--- src/rtl/pcm_pkg.sv ---
package pcm_pkg;
  localparam int SLOT_W = 16;
  localparam int GAIN_W = 3;

  typedef enum logic [1:0] {
    SW_16 = 2'd0,
    SW_13 = 2'd1,
    SW_8  = 2'd2,
    SW_16B = 2'd3
  } samp_w_e;

  // parallel sample -> slot word
  function automatic logic [SLOT_W-1:0] fmt_slot(logic [SLOT_W-1:0] s, logic [GAIN_W-1:0] g,
                                                  samp_w_e w, logic sext);
    case (w)
      SW_13:   return sext ? {{3{s[12]}}, s[12:0]} : {s[12:0], g};
      SW_8:    return sext ? {{8{s[7]}}, s[7:0]} : {s[7:0], 8'h00};
      default: return s;
    endcase
  endfunction

  // slot word -> sign-extended sample
  function automatic logic [SLOT_W-1:0] unfmt_slot(logic [SLOT_W-1:0] x, samp_w_e w, logic sext);
    case (w)
      SW_13:   return sext ? {{3{x[12]}}, x[12:0]} : {{3{x[15]}}, x[15:3]};
      SW_8:    return sext ? {{8{x[7]}}, x[7:0]} : {{8{x[15]}}, x[15:8]};
      default: return x;
    endcase
  endfunction
endpackage

--- src/rtl/pcm_slot_timer.sv ---
module pcm_slot_timer #(
  parameter int SLOT_W      = 16,
  parameter int SYNC_STAGES = 2,
  localparam int IDX_W      = $clog2(SLOT_W)
) (
  input  logic clk_i,
  input  logic rst_ni,
  input  logic slave_i,
  input  logic short_sync_i,
  input  logic int_bclk_i,
  input  logic int_sync_i,
  input  logic ext_bclk_i,
  input  logic ext_sync_i,
  input  logic din_i,
  output logic rise_o,
  output logic fall_o,
  output logic start_o,
  output logic active_o,
  output logic last_o,
  output logic pending_o,
  output logic din_o
);
  logic [SYNC_STAGES-1:0] clk_ff, sync_ff, din_ff;
  logic clk_d, sync_prev, pending_q, active_q;
  logic [IDX_W-1:0] idx_q;
  logic bclk_s, sync_s, start_det;

  always_ff @(posedge clk_i or negedge rst_ni) begin
    if (!rst_ni) begin
      clk_ff  <= '0;
      sync_ff <= '0;
      din_ff  <= '0;
      clk_d   <= 1'b0;
    end else begin
      clk_ff  <= {clk_ff[SYNC_STAGES-2:0], slave_i ? ext_bclk_i : int_bclk_i};
      sync_ff <= {sync_ff[SYNC_STAGES-2:0], slave_i ? ext_sync_i : int_sync_i};
      din_ff  <= {din_ff[SYNC_STAGES-2:0], din_i};
      clk_d   <= clk_ff[SYNC_STAGES-1];
    end
  end

  assign bclk_s    = clk_ff[SYNC_STAGES-1];
  assign sync_s    = sync_ff[SYNC_STAGES-1];
  assign rise_o    = bclk_s & ~clk_d;
  assign fall_o    = ~bclk_s & clk_d;
  assign start_det = short_sync_i ? (sync_prev & ~sync_s) : (~sync_prev & sync_s);

  always_ff @(posedge clk_i or negedge rst_ni) begin
    if (!rst_ni) begin
      sync_prev <= 1'b0;
      pending_q <= 1'b0;
      active_q  <= 1'b0;
      idx_q     <= '0;
    end else if (rise_o) begin
      sync_prev <= sync_s;
      if (pending_q) begin
        pending_q <= 1'b0;
        active_q  <= 1'b1;
        idx_q     <= '0;
      end else begin
        if (start_det) pending_q <= 1'b1;
        if (active_q) begin
          if (idx_q == IDX_W'(SLOT_W-1)) active_q <= 1'b0;
          else idx_q <= idx_q + 1'b1;
        end
      end
    end
  end

  assign start_o   = rise_o & pending_q;
  assign active_o  = active_q;
  assign last_o    = active_q & (idx_q == IDX_W'(SLOT_W-1));
  assign pending_o = pending_q;
  assign din_o     = din_ff[SYNC_STAGES-1];
endmodule

--- src/rtl/pcm_tx_lane.sv ---
module pcm_tx_lane
  import pcm_pkg::*;
(
  input  logic              clk_i,
  input  logic              rst_ni,
  input  logic              rise_i,
  input  logic              fall_i,
  input  logic              start_i,
  input  logic              active_i,
  input  logic              last_i,
  input  logic              pending_i,
  input  logic [1:0]        width_i,
  input  logic              sign_ext_i,
  input  logic              lsb_first_i,
  input  logic              tri_en_i,
  input  logic              tri_late_i,
  input  logic              mute_i,
  input  logic [SLOT_W-1:0] sample_i,
  input  logic [GAIN_W-1:0] gain_i,
  output logic              out_o,
  output logic              oe_o
);
  logic [SLOT_W-1:0] word, sh_q;
  logic bit_q, oe_q;

  assign word = fmt_slot(sample_i, gain_i, samp_w_e'(width_i), sign_ext_i);

  always_ff @(posedge clk_i or negedge rst_ni) begin
    if (!rst_ni) begin
      sh_q  <= '0;
      bit_q <= 1'b0;
      oe_q  <= 1'b0;
    end else if (rise_i) begin
      if (start_i) begin
        sh_q  <= word;
        bit_q <= lsb_first_i ? word[0] : word[SLOT_W-1];
        oe_q  <= 1'b1;
      end else if (active_i && !last_i) begin
        if (lsb_first_i) begin
          sh_q  <= {1'b0, sh_q[SLOT_W-1:1]};
          bit_q <= sh_q[1];
        end else begin
          sh_q  <= {sh_q[SLOT_W-2:0], 1'b0};
          bit_q <= sh_q[SLOT_W-2];
        end
      end else if (last_i) begin
        bit_q <= 1'b0;
        if (tri_late_i) oe_q <= 1'b0;
      end
    end else if (fall_i && last_i && !tri_late_i && !pending_i) begin
      oe_q <= 1'b0;
    end
  end

  assign out_o = bit_q & ~mute_i;
  assign oe_o  = ~tri_en_i | oe_q;
endmodule

--- src/rtl/pcm_rx_lane.sv ---
module pcm_rx_lane
  import pcm_pkg::*;
(
  input  logic              clk_i,
  input  logic              rst_ni,
  input  logic              fall_i,
  input  logic              active_i,
  input  logic              last_i,
  input  logic              din_i,
  input  logic [1:0]        width_i,
  input  logic              sign_ext_i,
  input  logic              lsb_first_i,
  output logic [SLOT_W-1:0] sample_o,
  output logic              valid_o
);
  logic [SLOT_W-1:0] sh_q, sh_nxt;

  assign sh_nxt = lsb_first_i ? {din_i, sh_q[SLOT_W-1:1]} : {sh_q[SLOT_W-2:0], din_i};

  always_ff @(posedge clk_i or negedge rst_ni) begin
    if (!rst_ni) begin
      sh_q     <= '0;
      sample_o <= '0;
      valid_o  <= 1'b0;
    end else begin
      valid_o <= 1'b0;
      if (fall_i && active_i) begin
        sh_q <= sh_nxt;
        if (last_i) begin
          sample_o <= unfmt_slot(sh_nxt, samp_w_e'(width_i), sign_ext_i);
          valid_o  <= 1'b1;
        end
      end
    end
  end
endmodule

--- src/rtl/pcm_voice_port.sv ---
module pcm_voice_port
  import pcm_pkg::*;
#(
  parameter int SYNC_STAGES = 2
) (
  input  logic              clk_i,
  input  logic              rst_ni,
  input  logic              slave_i,
  input  logic              short_sync_i,
  input  logic [1:0]        width_i,
  input  logic              sign_ext_i,
  input  logic              lsb_first_i,
  input  logic              tri_en_i,
  input  logic              tri_late_i,
  input  logic              mute_i,
  input  logic [SLOT_W-1:0] tx_sample_i,
  input  logic [GAIN_W-1:0] tx_gain_i,
  output logic [SLOT_W-1:0] rx_sample_o,
  output logic              rx_valid_o,
  input  logic              int_bclk_i,
  input  logic              int_sync_i,
  input  logic              pcm_clk_i,
  input  logic              pcm_sync_i,
  input  logic              pcm_in_i,
  output logic              pcm_out_o,
  output logic              pcm_oe_o
);
  logic bclk_rise, bclk_fall, slot_start, slot_active, slot_last, slot_pending, din_s;

  pcm_slot_timer #(.SLOT_W(SLOT_W), .SYNC_STAGES(SYNC_STAGES)) u_tim (
    .clk_i, .rst_ni, .slave_i, .short_sync_i,
    .int_bclk_i, .int_sync_i,
    .ext_bclk_i(pcm_clk_i), .ext_sync_i(pcm_sync_i), .din_i(pcm_in_i),
    .rise_o(bclk_rise), .fall_o(bclk_fall), .start_o(slot_start),
    .active_o(slot_active), .last_o(slot_last), .pending_o(slot_pending), .din_o(din_s)
  );

  pcm_tx_lane u_tx (
    .clk_i, .rst_ni,
    .rise_i(bclk_rise), .fall_i(bclk_fall), .start_i(slot_start),
    .active_i(slot_active), .last_i(slot_last), .pending_i(slot_pending),
    .width_i, .sign_ext_i, .lsb_first_i, .tri_en_i, .tri_late_i, .mute_i,
    .sample_i(tx_sample_i), .gain_i(tx_gain_i),
    .out_o(pcm_out_o), .oe_o(pcm_oe_o)
  );

  pcm_rx_lane u_rx (
    .clk_i, .rst_ni,
    .fall_i(bclk_fall), .active_i(slot_active), .last_i(slot_last), .din_i(din_s),
    .width_i, .sign_ext_i, .lsb_first_i,
    .sample_o(rx_sample_o), .valid_o(rx_valid_o)
  );
endmodule

--- config.mk ---
export PLATFORM = sky130hd
export DESIGN_NAME = pcm_voice_port
export DESIGN_NICKNAME = d
export VERILOG_FILES = /design/src/rtl/pcm_pkg.sv /design/src/rtl/pcm_slot_timer.sv /design/src/rtl/pcm_tx_lane.sv /design/src/rtl/pcm_rx_lane.sv /design/src/rtl/pcm_voice_port.sv
export SDC_FILE = /design/constraint.sdc
export NUM_CORES = 1
export LEC_CHECK = 0
export BUFFER_PORTS_ARGS = -buffer_cell sky130_fd_sc_hd__buf_2
export CAP_MARGIN = 10
export CORE_MARGIN = 1.5
export CORE_UTILIZATION = 48
export DETAILED_ROUTE_END_ITERATION = 10
export PLACE_DENSITY = 0.72
export SYNTH_ARGS = -nofsm -noshare
export SYNTH_HDL_FRONTEND = slang
export SYNTH_SLANG_ARGS = --single-unit
--- constraint.sdc ---
create_clock -name clk_i -period 1.8 [get_ports clk_i]
set_clock_uncertainty 0.05 [all_clocks]
set_input_delay 0 -clock clk_i [delete_from_list [all_inputs] [get_ports clk_i]]
set_output_delay 0 -clock clk_i [all_outputs]
set_load 0.02 [all_outputs]
======== Yosys cells after proc, flatten, opt, wreduce, memory -nomap -nowiden ========
Index checks and enable logic that the tools add are counted.
storage, ports and cells
  flip-flop bits (word level) ............. 65
  word-level logic and storage cells ...... 87
  output and inout port bits .............. 19
cells by class
  mux-type cells .......................... 34
  reduce and logical (&&, ||, !) cells .... 17
  equality and inequality tests ........... 7
  add/sub/neg operators ................... 1
  bitwise logic cells ..................... 14
operators by type and width
  operator                                        number
  two-way mux 16 bit                              6
  one-hot mux 16 bit (2 select lines)             2
  two-way mux 15 bit                              2
  two-way mux 1 bit                               21
  two-way mux 4 bit                               3
  bitwise AND 1 bit                               7
  != test 3 bit (second input constant)           2
  NOT 1 bit                                       6
  AND reduction 2 bit                             3
  nonzero test 2 bit                              3
  logical AND 1 bit                               5
  adder 4 x 1 -> 4 bit (second input constant)    1
  == test 4 bit (second input constant)           1
  AND reduction 4 bit                             1
  logical NOT 1 bit                               3
  != test 3 x 2 -> 1 bit (second input constant)  1
  AND reduction 3 bit                             1
  nonzero test 3 bit                              1
  == test 2 x 1 -> 1 bit (second input constant)  1
  == test 2 bit (second input constant)           1
  != test 2 x 1 -> 1 bit (second input constant)  1
  OR 1 bit                                        1

======== Depth between registers and ports, before layout ========
Gate-level depths: netlist of the first run.
  word-level depth ........................ 7
  mapped depth ............................ 8
  depth with buffers taken out ............ 6

======== Hierarchy ========
From an unflattened synthesis of the first run, not the netlist that was laid out.
unflattened totals
  cell total of the unflattened synthesis .. 416
  area total of the unflattened synthesis .. 4316.6 µm²
modules (own cells, without submodules)
  module          area an instance (µm²)  times used  cells each
  pcm_rx_lane     2123.3                  1           175
  pcm_tx_lane     1554.0                  1           188
  pcm_slot_timer  639.4                   1           53

======== Least setup slack after synthesis of the first run ========
No wires, ideal clock.
  kind .................................... register to register
  start point ............................. register u_tim.idx_q[0]
  end point ............................... register u_rx.sample_o[0]
  period minus slack after synthesis ...... 1.848 ns
  setup slack ............................. -0.048 ns
  arrival time ............................ 1.674 ns
  stages on the path, launching flop included .. 8
  data required time ...................... 1.625 ns
  setup time .............................. 0.125 ns
  path through ............................ dfrtp_1 ha_1 nand4_1 or3b_1 buf_4 clkinv_2 buf_4 mux2_2
on the way
  word-level cells in the longest chain between the ends .. 3
RTL lines
  what                           line                  RTL
  from (decl)                    pcm_slot_timer.sv:25  logic [IDX_W-1:0] idx_q;
  from (signal assigned)         pcm_slot_timer.sv:64  else idx_q <= idx_q + 1'b1;
  == test 4 bit                  pcm_slot_timer.sv:72  assign last_o = active_q & (idx_q == IDX_W'(SLOT_W-1));
  bitwise AND 1 bit              pcm_slot_timer.sv:72
  AND reduction 2 bit (no line)  --
  to (signal assigned)           pcm_rx_lane.sv:30     sample_o <= unfmt_slot(sh_nxt, samp_w_e'(width_i), sign_ext_i);
  to (decl)                      pcm_rx_lane.sv:13     output logic [SLOT_W-1:0] sample_o,
Every way passes these cells.
A chain may end at the register's enable or synchronous reset.

======== Worst setup path in the final report of the first run ========
  start point ............................. register u_tim.idx_q[0]
  end point ............................... register u_rx.sample_o[10]
The elaborated chain is that of the path after synthesis.

==> run metrics, run 1 <==
status=completed; Slew HR=0.471; Mapped Area=3670 um^2; Synth Area in XOR/XNOR=0.00716; WL/cell=about 17 um; fin nets=slightly above 500; Final GP Congestion=~0.9; PwrDens=around 1100 nW/um^2; area of the multi-input gates=~1900 um^2; Post-Synthesis Mean Instance Area=roughly 10 um^2; # fillers=between 500 and 600; Worst-path clk slew=about 0.070 ns; adder-cell share of the synthesized area=0.0102; placed cells=between 500 and 600; Peak VDD IR=between 0.6 and 0.7 mV; synthesized flop and latch total=65; TritonCTS clock tree=yes; first-pass GRT wire length=between 15000 and 20000 um; Post-synth EDFFs=0; Reg area=1630 um^2; Hold Path Class=in2reg; routed wire length=slightly below 10000 um; register-to-register setup slack=0.04 ns; Antenna Violating Nets Remaining=0; CTS root buffer=clkbuf_8; CTS buffer count=9; Seq/Total Area, Yosys=0.443; Synth Area in Compound Gates=0.198; Port Buffers=between 50 and 60; Via-to-Cell Ratio=roughly 5.8; Worst EP required=approximately 2 ns; Leak=2.18 nW; simple-gate area share of the yosys netlist=0.140; # setup viols final=0; drt pass-1 iters=5; Highest Clock Rate=between 500 and 600 MHz; Ports=54; largest net degree at the start of global routing=25; Post-Syn Nets=408; share of cells above drive strength 1=0.298; clock latency on the worst-skew pair=about 0.35 ns; Total GRT Usage=0.252; Die Wd=90.5 um; Top FF cell, synth=dfrtp_1; asr flop ratio synth=1.00; clock sink count=between 60 and 70; # diodes=0; DR iter-0 viols=~180; Die Height=90.5 um; WP data arrival=just under 2 ns; Final Max Slew Viols=0; most frequent cells in the layout=65 x dfrtp_1, 53 x buf_2, 44 x nand2_1; CP endpoint kind=flop; Layout area overhead=30.3%; vias=about 3400; fin crit period=about 1.8 ns; post-synth cell types=46; Clock Path Buffers=2; pre-CTS setup slack=-0.0614 ns; Ys Warns=0; initial antenna violation count=0; Synth area leader=dfrtp_1; Least-Margin Pin Slew=about 0.79 ns; Final Non-Filler Cells=579; vias in the first global route=3309; critical path class=reg2reg; die area=around 8200 um^2; startpoint types=flop; initial core utilization=0.501; Hold Fails Final Rpt=0; Gate Count Post-Synth=between 300 and 400; fin crit share=0.975; Core Footprint=roughly 7300 um^2; total gr overflow=0; drt drc=0; H-tree depth=3; Worst Slack Setup Final=0.0441 ns; detailed placement HPWL=about 6600 um; FP Rows=31; largest family of logic cells by synthesized area=compound AO/OA/AOI/OAI gates; crit-path max FO=5; commonest non-fill, non-tap cell in the layout=dfrtp_1; top-area cell type share of the netlist area=0.443; max-cap violations=0; mux cell area share after synthesis=0.158; synth top area cells=dfrtp_1 44%, mux2i_1 8.2%, mux2_2 6.4%, o21ai_0 5.5%, nand2_1 4.5%
==> area by class of cell <==
| type | instances | area share |
|---|---|---|
| Multi-Input combinational cell | 272 | 0.405 |
| Sequential cell | 65 | 0.340 |
| Timing Repair Buffer | 119 | 0.177 |
| Clock buffer | 10 | 0.0267 |
| Tap cell | 99 | 0.0259 |
| Clock inverter | 6 | 0.0173 |
| Inverter | 7 | 0.00654 |
| Timing Repair inverter | 1 | 0.00183 |
==> worst max-delay path, cell delays in order, from the launching register on <==
cell	delay [ns]
dfrtp_1	0.36
ha_2	0.18
nand4_1	0.12
or3b_4	0.46
a211oi_4	0.21
buf_4	0.18
a221oi_2	0.07
==> registers in the layout, summed over array words and instances (netlist names) <==
name             count
u_rx.sample_o       16
u_rx.sh_q           16
u_tx.sh_q           16
u_tim.idx_q          4
u_tim.clk_ff         2
u_tim.din_ff         2
u_tim.sync_ff        2
u_rx.valid_o         1
u_tim.active_o       1
u_tim.clk_d          1
u_tim.pending_o      1
u_tim.sync_prev      1
u_tx.bit_q           1
u_tx.oe_q            1
==> cell usage after synthesis, drive strengths merged, types with 5 or more instances <==
cell type	number
nand2	44
mux2	21
o211ai	10
a21oi	12
inv	5
mux2i	30
o221ai	7
and3	5
a221oi	15
nand2b	9
dfrtp	65
nor2	13
clkbuf	14
nand3	23
o21ai	40
buf	12
==> worst paths after layout <==
kind,start,endpoint,cells past startpoint
hold reg to reg,u_tim.clk_ff[0]$_DFF_PN0_,u_tim.clk_ff[1]$_DFF_PN0_,0
setup reg to reg,u_tim.idx_q[0]$_DFFE_PN0P_,u_rx.sample_o[10]$_DFFE_PN0P_,6
min in group asynchronous,rst_ni,u_tx.sh_q[5]$_DFFE_PN0P_,2
setup / recovery,u_tim.idx_q[0]$_DFFE_PN0P_,u_rx.sample_o[10]$_DFFE_PN0P_,6
hold / removal,tx_gain_i[0],u_tx.bit_q$_DFFE_PN0P_,4
max in group asynchronous,rst_ni,u_rx.sample_o[5]$_DFFE_PN0P_,3
==> routing by layer <==
| layer | GRT usage | wire length (um) | up-vias |
|---|---|---|---|
| met5 | 0 | 0 | - |
| met4 | 0.110 | 246 | 0 |
| met3 | 0.0480 | 534 | 24 |
| met2 | 0.420 | 4990 | 110 |
| met1 | 0.317 | 4100 | 1642 |
| li1 | - | - | 1589 |
==> cell families (layout without fill, tap and decap cells) <==
| family | Yosys count | after routing |
|---|---|---|
| buf+inv | 33 | 143 |
| fa+ha+maj | 3 | 3 |
| mux | 53 | 53 |
| xor+xnor | 3 | 3 |
| simple gates | 107 | 107 |
| compound gates | 106 | 106 |
| flops | 65 | 65 |
==> per-stage QoR <==
step / TNS [ns] / cell area, um^2 / total power, mW / hold slack, ns / util
global placement: -0.0728 / 4230 / 3.95 / -0.0383 / 0.577
detailed placement: -0.617 / 4230 / 4.02 / -0.0311 / 0.577
floorplan: -0.102 / 3720 / 3.36 / -0.346 / -
finish: 0 / 4780 / 5.46 / 0.0515 / 0.653
CTS: 0 / 4740 / 5.45 / 0.0420 / 0.646
global route: -0.101 / 4780 / 5.81 / 0.0961 / 0.653
==> power by group <==
| group | switching, mW | internal [mW] | leakage, nW |
|---|---|---|---|
| registers | 0.374 | 1.91 | 0.789 |
| clock network | 0.589 | 0.773 | 0.106 |
| logic | 0.934 | 0.880 | 1.29 |
==> timing repair <==
item,4_1_cts,5_1_grt
setup endpoints to repair,15,16
cloned,1,0
gates resized for setup,1,7
endpoints found under the hold margin,41,0
hold buffers,28,0
pin swaps,1,3
buffers inserted,1,3
(Power assumes the default switching activity.)
==> run 2: changes to the inputs <==
CAP_MARGIN = 20   (was 10)
CORE_UTILIZATION = 52   (was 48)
PLACE_DENSITY = 0.77   (was 0.72)
==> run 2 against run 1 <==
Count of clock-buffer cells in the layout unchanged. Non-clock buffer count decreased by 7. Die area decreased by 7.4%. Clock power decreased by 7%. Sequential share of layout area increased by 0.51 points. Fmax increased by 1.3%. Combinational power about the same. Register-to-register slack improved by 0.02 ns. Highest routed layer unchanged.
==> run metrics, run 2 (synthesized netlist as in run 1, its figures left out) <==
status=completed; clock power share=0.235; Sw Ratio=0.357; first-pass GRT wire length=15800 um; placed cells=between 500 and 600; clock sink count=65; initial antenna violation count=0; Antenna Violating Nets Remaining=0; clock latency on the worst-skew pair=roughly 0.35 ns; Worst EP required=1.98 ns; CP endpoint kind=flop; FP Rows=30; largest net degree at the start of global routing=66; setup TNS=0 ns; PwrDens=1140 nW/um^2; Flop pwr share=0.429; Ports=54; fin nets=around 500; Die Height=87.0 um; Least-Margin Pin Slew=around 0.72 ns; Hold Path Class=in2reg; delay of the slowest critical-path stage=0.46 ns; Highest Clock Rate=approximately 580 MHz; Core Footprint=a little under 7000 um^2; cell family with most CP delay=simple AND/OR/NAND/NOR gates; WP data arrival=1.92 ns; crit path buf inv count=1; total gr overflow=0; # setup viols final=0; commonest non-fill, non-tap cell in the layout=dfrtp_1; Final GP Congestion=roughly 0.94; CP startpoint=u_tim.idx_q[1]$_DFFE_PN0P_; Int Pwr=3.45 mW; Worst-path clk slew=0.08 ns; fin crit share=0.963; crit-path max FO=10; Clock Path Buffers=2; Leak=about 2.2 nW; # diodes=0; die area=roughly 7600 um^2; CTS root buffer=clkbuf_8; critical path class=reg2reg; DR iter-0 viols=between 200 and 250; max-cap violations=0; drt pass-1 iters=5; register-to-register setup slack=about 0.067 ns; RR Startpoint=u_tim.idx_q[1]$_DFFE_PN0P_; Comb power frac=0.336; WL/cell=17.3 um; Final Max Slew Viols=0; Critical Path End=u_rx.sample_o[0]$_DFFE_PN0P_; Stages on worst setup path=5; Worst R2R End=u_rx.sample_o[0]$_DFFE_PN0P_; Die Wd=approximately 87 um; top flop regs=u_rx.sample_o (16), u_rx.sh_q (16), u_tx.sh_q (16); Layout area overhead=28.3%; vias=3350; share of cells above drive strength 1=0.290; Port Buffers=between 50 and 60; total power=5.35 mW; startpoint types=flop; most frequent cells in the layout=65 x dfrtp_1, 53 x buf_2, 43 x nand2_1; CTS buffer count=9; Via-to-Cell Ratio=5.89; routed wire length=around 9800 um; Final Non-Filler Cells=between 500 and 600; Slew HR=0.521; TritonCTS clock tree=yes; fin crit period=1.73 ns; Hold Fails Final Rpt=0; H-tree depth=3; CP max-delay cell=or3b_4; vias in the first global route=about 3300; Psw=around 1.9 mW; initial core utilization=0.541; r2r worst-path depth=5; Total GRT Usage=0.274; # fillers=roughly 500; detailed placement HPWL=approximately 6500 um; Peak VDD IR=0.742 mV; drt drc=0; crit path cell chain=ha_2 > nand4_1 > or3b_4 > clkinv_4 > mux2_4
==> run 2: cell type report <==
cell class,count,area [um^2],area share
clock buffers,10,138,0.0292
multi-input cells,272,1930,0.410
repair inverters,1,5.00,0.00106
clock inverters,6,57.6,0.0122
repair buffers,112,805,0.171
flip-flops and latches,65,1630,0.345
inverters,7,31.3,0.00664
well taps,96,120,0.0255
==> run 2: worst register-to-register path, cell delays in order (launching register included) <==
cell      delay (ns)
dfrtp_1         0.36
ha_2            0.18
nand4_1         0.10
or3b_4          0.46
clkinv_4        0.16
mux2_4          0.31
==> run 2: how the worst min path moves through the flow <==
stage          cells after the start  slack, ns    startpoint                            to
2_1_floorplan                      0      -0.35        rst_ni  u_rx.sample_o[0]$_DFFE_PN0P_
3_5_place_dp                       2      -0.01        rst_ni      u_tx.sh_q[8]$_DFFE_PN0P_
3_3_place_gp                       2     -0.009        rst_ni      u_tx.sh_q[8]$_DFFE_PN0P_
6_report                           4       0.07  tx_gain_i[0]        u_tx.bit_q$_DFFE_PN0P_
5_1_grt                            4        0.1  tx_gain_i[0]        u_tx.bit_q$_DFFE_PN0P_
4_1_cts                            4       0.06  tx_gain_i[0]        u_tx.bit_q$_DFFE_PN0P_
==> run 2: routing by layer <==
layer  routed length (um)  track usage  vias to the layer above  share of wire
li1                     -            -                     1565              -
met1                 4160        0.345                     1649           0.42
met2                 4910        0.462                      111           0.50
met3                  502       0.0370                       25          0.051
met4                  264        0.136                        0          0.027
met5                    0            0                        -              0
==> run 2: power by group through the flow <==
stage               logic [mW]  clock network, mW  registers (mW)
floorplan                 1.12                  0            2.24
global placement          1.66                  0            2.27
detailed placement        1.72                  0            2.30
CTS                       1.79               1.27            2.27
global route              1.97               1.33            2.34
finish                    1.80               1.26            2.30
==> run 2: per-stage QoR <==
step / cell area [um^2] / hold WS (ns) / setup slack [ns] / utilization
floorplan: 3720 / -0.346 / -0.0146 / -
global placement: 4220 / -0.00856 / -0.0106 / 0.621
detailed placement: 4220 / -0.00997 / -0.0551 / 0.621
CTS: 4690 / 0.0576 / 0.0121 / 0.690
global route: 4710 / 0.0977 / -0.00658 / 0.694
finish: 4710 / 0.0678 / 0.0673 / 0.694
==> run 2: repair_timing <==
item,in CTS,in global routing
endpoints found under the hold margin,84,0
setup buffers,0,1
gates resized for setup,1,4
endpoints found under the setup margin,15,18
pin swaps,1,3
hold buffers,27,0
gates cloned,1,0
==> run 3: changes to the inputs <==
REMOVE_ABC_BUFFERS = 1   (was not set)
==> run 3 against run 2 <==
Wire length decreased by 0.74%. Clock power about the same. Fmax is 2.5% lower. Global-route usage increased by 0.083 points. Count of clock-buffer cells in the layout increased by 2. Cell area increased by 0.11%. Critical path depth increased by 1. Utilization is 0.074 points higher. Die area unchanged.
==> run metrics, run 3 (synthesized netlist as in run 1, its figures left out) <==
share of cells above drive strength 1=0.281; Antenna Violating Nets Remaining=0; vias=about 3400; fin crit share=0.987; Die Height=87.0 um; detailed placement HPWL=6570 um; Highest Clock Rate=between 500 and 600 MHz; Slew HR=0.461; commonest non-fill, non-tap cell in the layout=dfrtp_1; Reg area=about 1600 um^2; Peak VDD IR=0.756 mV; fin crit period=1.78 ns; top flop regs=u_rx.sample_o (16), u_rx.sh_q (16), u_tx.sh_q (16); # diodes=0; area of the multi-input gates=~1900 um^2; Final GP Congestion=between 0.9 and 1; max-cap violations=0; Layout area overhead=28.5%; drt pass-1 iters=4; # setup viols final=0; CP max-delay cell=or3b_4; first-pass GRT wire length=15800 um; setup TNS=0 ns; initial core utilization=0.541; Total GRT Usage=0.274; Via-to-Cell Ratio=between 5 and 6; Die Wd=between 80 and 90 um; delay of the slowest critical-path stage=approximately 0.43 ns; crit path cell chain=ha_2 > nand4_1 > or3b_4 > buf_6 > a211oi_4 > a211oi_1; Core Footprint=a little under 7000 um^2; Ports=54; Leak=between 2 and 2.5 nW; register-to-register setup slack=0.02 ns; # fillers=499; Worst EP required=about 2.0 ns; clock sink count=65; FP Rows=30; critical path class=reg2reg; largest net degree at the start of global routing=44; total gr overflow=0; DR iter-0 viols=about 240; routed wire length=just under 10000 um; CTS buffer count=9; WP data arrival=approximately 1.9 ns; Port Buffers=53; clock latency on the worst-skew pair=~0.34 ns; crit path buf inv count=1; CP endpoint kind=flop; die area=between 7000 and 8000 um^2; Worst-path clk slew=0.08 ns; TritonCTS clock tree=yes; Hold Fails Final Rpt=0; initial antenna violation count=0; Clock Path Buffers=2; most frequent cells in the layout=65 x dfrtp_1, 53 x buf_2, 44 x nand2_1; status=completed; crit-path max FO=5; Final Max Slew Viols=0; RSZ-0062 raised after global routing=true; Least-Margin Pin Slew=just over 0.8 ns; H-tree depth=3; PwrDens=~1100 nW/um^2; WL/cell=~17 um; fin nets=506; drt drc=0; total power=around 5.4 mW; Hold Path Class=in2reg; CTS root buffer=clkbuf_8; vias in the first global route=about 3300; startpoint types=flop; cell family with most CP delay=simple AND/OR/NAND/NOR gates
## run 3: cell types whose count changed in the layout (fill, tap and decap cells not counted), moves of 2 or more
cell and change:
buf_4 -2, dlygate4sd3_1 +2, mux2_4 -7, mux2_2 +7, clkinv_2 -4
## run 3: worst reg2reg max path, cell delays in order, from the launching register on
cell      delay (ns)
dfrtp_1         0.36
ha_2            0.18
nand4_1         0.10
or3b_4          0.43
buf_6           0.13
a211oi_4        0.28
a211oi_1        0.12
## run 3: path summary, 6_finish.rpt
kind	cells past startpoint	startpoint	to
setup reg to reg	6	u_tim.idx_q[1]$_DFFE_PN0P_	u_rx.sample_o[9]$_DFFE_PN0P_
hold / removal	4	tx_gain_i[0]	u_tx.bit_q$_DFFE_PN0P_
min in group asynchronous	2	rst_ni	u_tim.din_ff[0]$_DFF_PN0_
max in group asynchronous	3	rst_ni	u_tx.sh_q[6]$_DFFE_PN0P_
hold reg to reg	0	u_tim.clk_ff[0]$_DFF_PN0_	u_tim.clk_ff[1]$_DFF_PN0_
setup / recovery	6	u_tim.idx_q[1]$_DFFE_PN0P_	u_rx.sample_o[9]$_DFFE_PN0P_
## run 3: timing repair
item,in CTS,in global routing
resized for setup,3,4
hold endpoints to repair,43,0
buffers inserted,0,1
setup endpoints to repair,13,10
hold buffers,29,0
pin swaps,1,2
## run 3: power breakdown
group / switching (mW) / internal, mW / leakage [nW]
sequential: 0.388 / 1.91 / 0.789
clock: 0.575 / 0.716 / 0.103
combinational: 0.916 / 0.850 / 1.26
## run 3: per-layer routing
layer / track usage / vias to the layer above / wire length (um)
li1: - / 1576 / -
met1: 0.341 / 1631 / 4050
met2: 0.459 / 131 / 4920
met3: 0.0607 / 26 / 550
met4: 0.120 / 0 / 240
met5: 0 / - / 0
## run 3: area by class of cell
type	instances	share of cell area
Multi-Input combinational cell	272	0.404
Tap cell	96	0.0255
Sequential cell	65	0.345
Clock buffer	12	0.0329
Timing Repair Buffer	113	0.176
Inverter	7	0.00663
Clock inverter	4	0.0109
## run 3: per-stage QoR
step,std cells,hold slack (ns),setup WS (ns),area [um^2],util
2_1_floorplan,344,-0.346,-0.152,3540,-
3_3_place_gp,523,-0.0497,0.0215,4190,0.617
3_5_place_dp,523,-0.0326,-0.0420,4190,0.617
4_1_cts,568,0.0385,0.0259,4690,0.691
5_1_grt,569,0.0878,-0.0835,4720,0.694
6_report,569,0.0594,0.0228,4720,0.694
